$ cat src/rtl/la_adder_pkg.sv
package la_adder_pkg;

    typedef enum logic {
        ARR_TWO_LEVEL    = 1'b0,
        ARR_BLOCK_RIPPLE = 1'b1
    } carry_arr_e;

endpackage

$ cat src/rtl/la_carry_core.sv
// Flat sum-of-products carry network over N generate/propagate pairs.
// carry_o[j] is the carry into position j (carry_o[0] is c_in).
module la_carry_core #(
    parameter int N = 4
) (
    input  logic [N-1:0] g_i,
    input  logic [N-1:0] p_i,
    input  logic         c_in,
    output logic [N-1:0] carry_o,
    output logic         blk_g_o,
    output logic         blk_p_o
);

    always_comb begin
        logic acc;
        logic term;
        for (int j = 0; j < N; j++) begin
            term = c_in;
            for (int m = 0; m < j; m++) begin
                term = term & p_i[m];
            end
            acc = term;
            for (int k = 0; k < j; k++) begin
                term = g_i[k];
                for (int m = k + 1; m < j; m++) begin
                    term = term & p_i[m];
                end
                acc = acc | term;
            end
            carry_o[j] = acc;
        end
    end

    always_comb begin
        logic acc;
        logic term;
        acc = 1'b0;
        for (int k = 0; k < N; k++) begin
            term = g_i[k];
            for (int m = k + 1; m < N; m++) begin
                term = term & p_i[m];
            end
            acc = acc | term;
        end
        blk_g_o = acc;
        blk_p_o = &p_i;
    end

endmodule

$ cat src/rtl/la_group.sv
// One lookahead group: bit terms, internal carries, sum and group terms.
module la_group #(
    parameter int GW = 4
) (
    input  logic [GW-1:0] a_i,
    input  logic [GW-1:0] b_i,
    input  logic          c_in,
    output logic [GW-1:0] sum_o,
    output logic          gg_o,
    output logic          gp_o
);

    logic [GW-1:0] bit_g;
    logic [GW-1:0] bit_p;
    logic [GW-1:0] bit_c;

    assign bit_g = a_i & b_i;
    assign bit_p = a_i | b_i;

    la_carry_core #(.N(GW)) core_i (
        .g_i     (bit_g),
        .p_i     (bit_p),
        .c_in    (c_in),
        .carry_o (bit_c),
        .blk_g_o (gg_o),
        .blk_p_o (gp_o)
    );

    // OR-formed propagate cannot build the sum; XOR is needed here.
    assign sum_o = a_i ^ b_i ^ bit_c;

endmodule

$ cat src/rtl/lookahead_adder.sv
module lookahead_adder
    import la_adder_pkg::*;
#(
    parameter int         WIDTH = 16,
    parameter int         GRP_W = 4,
    parameter int         BLK_W = 8,
    parameter carry_arr_e ARR   = ARR_TWO_LEVEL
) (
    input  logic [WIDTH-1:0] a_i,
    input  logic [WIDTH-1:0] b_i,
    input  logic             c_in,
    output logic [WIDTH-1:0] sum_o,
    output logic             c_out,
    output logic             grp_p_o,
    output logic             grp_g_o
);

    localparam int UNIT_W = (ARR == ARR_TWO_LEVEL) ? GRP_W : BLK_W;
    localparam int NUNIT  = WIDTH / UNIT_W;

    logic [NUNIT-1:0] unit_g;
    logic [NUNIT-1:0] unit_p;
    logic [NUNIT-1:0] unit_c;

    for (genvar k = 0; k < NUNIT; k++) begin : g_unit
        la_group #(.GW(UNIT_W)) grp_i (
            .a_i   (a_i[k*UNIT_W +: UNIT_W]),
            .b_i   (b_i[k*UNIT_W +: UNIT_W]),
            .c_in  (unit_c[k]),
            .sum_o (sum_o[k*UNIT_W +: UNIT_W]),
            .gg_o  (unit_g[k]),
            .gp_o  (unit_p[k])
        );
    end

    if (ARR == ARR_TWO_LEVEL) begin : g_two_level
        logic top_g;
        logic top_p;

        la_carry_core #(.N(NUNIT)) lookahead_i (
            .g_i     (unit_g),
            .p_i     (unit_p),
            .c_in    (c_in),
            .carry_o (unit_c),
            .blk_g_o (top_g),
            .blk_p_o (top_p)
        );

        assign c_out   = top_g | (top_p & c_in);
        assign grp_g_o = top_g;
        assign grp_p_o = top_p;
    end else begin : g_block_ripple
        logic [NUNIT:0] chain;

        assign chain[0] = c_in;
        for (genvar k = 0; k < NUNIT; k++) begin : g_link
            assign chain[k+1] = unit_g[k] | (unit_p[k] & chain[k]);
        end
        assign unit_c = chain[NUNIT-1:0];
        assign c_out  = chain[NUNIT];

        always_comb begin
            logic acc_g;
            logic acc_p;
            acc_g = 1'b0;
            acc_p = 1'b1;
            for (int k = 0; k < NUNIT; k++) begin
                acc_g = unit_g[k] | (unit_p[k] & acc_g);
                acc_p = acc_p & unit_p[k];
            end
            grp_g_o = acc_g;
            grp_p_o = acc_p;
        end
    end

endmodule

$ cat config.mk
export PLATFORM = sky130hd
export DESIGN_NAME = lookahead_adder
export DESIGN_NICKNAME = d
export VERILOG_FILES = /design/src/rtl/la_adder_pkg.sv /design/src/rtl/la_carry_core.sv /design/src/rtl/la_group.sv /design/src/rtl/lookahead_adder.sv
export SDC_FILE = /design/constraint.sdc
export NUM_CORES = 1
export LEC_CHECK = 0
export CAP_MARGIN = 20
export CORE_MARGIN = 2
export CORE_UTILIZATION = 49
export DETAILED_ROUTE_END_ITERATION = 6
export MAX_ROUTING_LAYER = met4
export PLACE_DENSITY = 0.91
export SYNTH_ARGS = -nofsm -noshare
export SYNTH_HDL_FRONTEND = slang
export SYNTH_SLANG_ARGS = --single-unit
$ cat constraint.sdc
create_clock -name vclk -period 6
set_input_delay 1.2 -clock vclk [all_inputs]
set_output_delay 1.2 -clock vclk [all_outputs]
set_load 0.05 [all_outputs]
[After elaboration in Yosys (flattened, before gate mapping)]
Cells that the tools add are included.
Storage, ports and cells
  logic and storage cells: 113
  input port bits: 33
  register bits: 0
Operators by class
  bitwise operators: 108
  reduce and logical (&&, ||, !) cells: 5
Operators with widths (number)
  AND 1 bit: 46
  OR 1 bit: 46
  XOR 4 bit: 8
  AND 4 bit: 4
  OR 4 bit: 4
  AND reduction 16 bit: 1
  AND reduction 4 bit: 4

[Depth between registers and ports, before layout]
  word-level depth: 19
  depth in mapped cells: 8

[Cells and area by module]
A second synthesis with hierarchy kept.
Second synthesis, totals
  cell total of the unflattened synthesis: 162
  area, all modules: 1066.0 um^2
Modules (own cells, without submodules)
  la_group: instances 4, area an instance 180.2 um^2, cells each 24, sequential area each 0.0 um^2
  la_carry_core: instances 5, area an instance 67.6 um^2, cells each 13, sequential area each 0.0 um^2
  lookahead_adder: instances 1, area an instance 7.5 um^2, cells each 1, sequential area each 0.0 um^2

[Least setup slack after synthesis]
No wires, ideal clock.
  path type: input-to-output
  start point: input a_i[9]
  end point: output sum_o[13]
  data arrival time: 3.436 ns
  slack: 1.364 ns
  stages on the path: 8
  cell sequence: inv_1 ha_1 inv_1 a21oi_2 o31ai_1 or3_2 fa_1 xor2_1
Between the ends
  word-level cells in the longest chain between the ends: 11
  elaborated cells on any way between the ends: 20
Ends and longest elaborated chain
  from (decl): line lookahead_adder.sv:9  | input logic [WIDTH-1:0] a_i,
  OR 4 bit: line la_group.sv:18  | assign bit_p = a_i | b_i;
  AND 1 bit (3 in a row): line la_carry_core.sv:41  | term = term & p_i[m];
  OR 1 bit (3 in a row): line la_carry_core.sv:43  | acc = acc | term;
  OR 1 bit *: line la_carry_core.sv:28  | acc = acc | term;
  AND 1 bit *: line la_carry_core.sv:20  | term = term & p_i[m];
  OR 1 bit *: line la_carry_core.sv:28
  XOR 4 bit *: line la_group.sv:30  | assign sum_o = a_i ^ b_i ^ bit_c;
  to (decl): line lookahead_adder.sv:12  | output logic [WIDTH-1:0] sum_o,
Every way passes the cells marked *; elsewhere a longest branch is shown, timed or not.

[Worst setup path in the final report]
  start point: input a_i[8]
  end point: output sum_o[13]
Between the ends
  word-level cells in the longest chain between the ends: 11
  elaborated cells on any way between the ends: 18
Ends and longest elaborated chain
  AND 4 bit: line la_group.sv:17  | assign bit_g = a_i & b_i;
  AND 1 bit (3 in a row): line la_carry_core.sv:41
  OR 1 bit (3 in a row): line la_carry_core.sv:43
  OR 1 bit *: line la_carry_core.sv:28
  AND 1 bit *: line la_carry_core.sv:20
  OR 1 bit *: line la_carry_core.sv:28
  XOR 4 bit *: line la_group.sv:30
Marks and branches as above.

==> results.toml <==
[outcome]
status = "complete, no violations"

[floorplanning]
fp.dieArea_um2 = 2930
start_util_pct = 50.6
fp.dieW_um = 54.1
ioPinCount = 52
die_h_um = 54.1
fp-row-count = 18
fp.coreArea_um2 = 2430

[clock_tree]
cts_resized = 0
postCtsSetupRepairBufs = 0
cts_hold_buf = 0

[place]
place_area_um2 = 1790
pre_cts_slack_ns = 0.605
numPortBuffers = 52
dp_hpwl_um = 2160
routabilityCongestion = 0.780

[final_layout]
drive_gt1_share_pct = 6.45
seq_cells = 0
syn2layout_area_growth_pct = 45.4
fillers = 209
seq_area_um2 = 0
finalNetCount = 288
diodes = 0
fin_area_um2 = 1790
clkbuf_count = 0

[yosys]
yosysWarnings = 0
synth_top_family_by_area = "adder cells"
synthXorXnorAreaFrac_pct = 5.70
synthAdderAreaFrac_pct = 39.1
netlist_area_um2 = 1230
yosysUniqueCellTypes = 44
synthMuxAreaShare_pct = 0.916
yosys.area_share.simple_pct = 19.7
syn_inst = 165
avgSynthCellArea_um2 = 7.45
synth_nets = 234
seq_area_frac_synth_pct = 0
synth_compound_area_share_pct = 22.1

[global_routing]
grt_max_degree = 7
globalRouteTotalUtil_pct = 16.9
grt.overflow.total = 0
grt_pass1_vias = 1009
grt_pass1_wl_um = 3790
antenna_found_initial = 0

[sta]
fin_setup_tns_ns = 0
fin_crit_ns = 5.39
setup_viol = 0
worst_pin_slew_ns = 0.570
hold_viol = 0
max_freq_mhz = 185
relSlewSlack_pct = 61.7
rsz0062_at_grt = "no"
worst_slack_ns = 0.609
fin_crit_sh_pct = 89.8
finalMaxSlewViolations = 0

[worst_setup_path]
crit_fanout = 6
critPathKind = "in2out"
crit_arrival_ns = 4.19
end_kind = "primary output"
critPathRequiredTime_ns = 4.80
start_kind = "input pin"

[drt]
num_vias = 1200
ant_nets = 0
wl_per_cell_um = 9.74
wl_um = 2410
routed_via_density = 4.86
drc = 0
first_pass_iters = 4
drt-initial-drc-count = 12

[power]
ir_worst_vdd_mv = 0.116
powerDensity_nw_per_um2 = 142
leakagePower_nw = 0.889
total_power_mw = 0.254

[worst_hold_path]
hold_path.class = "in2out"

[flow_run]
drv_cap = 0
==> layout by cell type, fill, tap and decap left out, types with 2 or more instances in the layout <==
cell             instances
fa_1                     4
ha_1                    32
nand3b_1                 2
nor3_1                   3
inv_1                   40
nand3_1                  2
nor2_1                  13
a21oi_1                  9
nand2_1                  5
xor2_1                   4
xnor2_1                  4
and2_1                   2
o21ai_1                  2
nor2b_1                  5
o21bai_1                 3
nand2b_1                 3
clkdlybuf4s50_1         52
a21oi_2                  2
nor3b_1                  2
o21ai_0                  3
==> cells in the mapped netlist, drive strengths merged (2+ instances only) <==
cell	count	area share, %
o41ai	2	2.0
a211oi	2	1.6
fa	4	6.5
nand3b	2	1.2
nand2	6	2.0
ha	32	33
nor3b	2	1.2
a21oi	11	5.1
o21bai	3	1.8
nand3	2	0.81
inv	41	13
nor2b	5	2.5
nor3	3	1.2
xor2	4	2.8
nor2	13	4.0
and2	2	1.0
o21ai	6	2.7
xnor2	4	2.8
nand2b	3	1.5
==> metal layers <==
layer	vias up	wire (um)	GRT usage [%]
met4	0	0	0
met2	35	1170	32.3
li1	653	-	-
met3	0	127	0
met5	-	0	-
met1	512	1110	21.1
==> cell families (layout without fill, tap and decap cells) <==
family / Yosys count / count (layout)
AO/OA/AOI/OAI: 35 / 35
multiplexers: 1 / 1
adder cells (fa/ha/maj): 36 / 36
buffers and inverters: 41 / 93
XOR/XNOR: 8 / 8
AND/OR/NAND/NOR: 44 / 44
==> through the flow <==
stage,std cells,hold WS [ns],utilization [%]
6_report,247,3.73,73.5
2_1_floorplan,165,2.78,-
5_1_grt,247,3.78,73.5
3_3_place_gp,247,3.73,73.5
4_1_cts,247,3.73,73.5
3_5_place_dp,247,3.72,73.5
==> path summary, 6_finish.rpt <==
path               start  slack, ns  depth (start not counted)        end
hold / removal      c_in       3.73                          4      c_out
setup / recovery  a_i[8]       0.61                          8  sum_o[13]
==> power by group <==
group / leakage (nW) / switching (mW) / internal (mW)
clock: 0 / 0 / 0
combinational: 0.889 / 0.153 / 0.100
sequential: 0 / 0 / 0
==> worst max-delay path, stage by stage <==
cell and delay, ns:
clkdlybuf4s50_1 0.47, ha_1 0.24, a21oi_2 0.25, o31ai_1 0.18
or3_2 0.51, fa_1 0.39, xor2_1 0.14, clkdlybuf4s50_1 0.81
==> final cells by class <==
class	count	area [um2]	area share, %
inverter	41	154	8.61
multi-input combinational	124	1080	60.2
timing repair buffer	52	520	29.1
tap	30	37.5	2.10
Power figures use the tool's default switching activity.
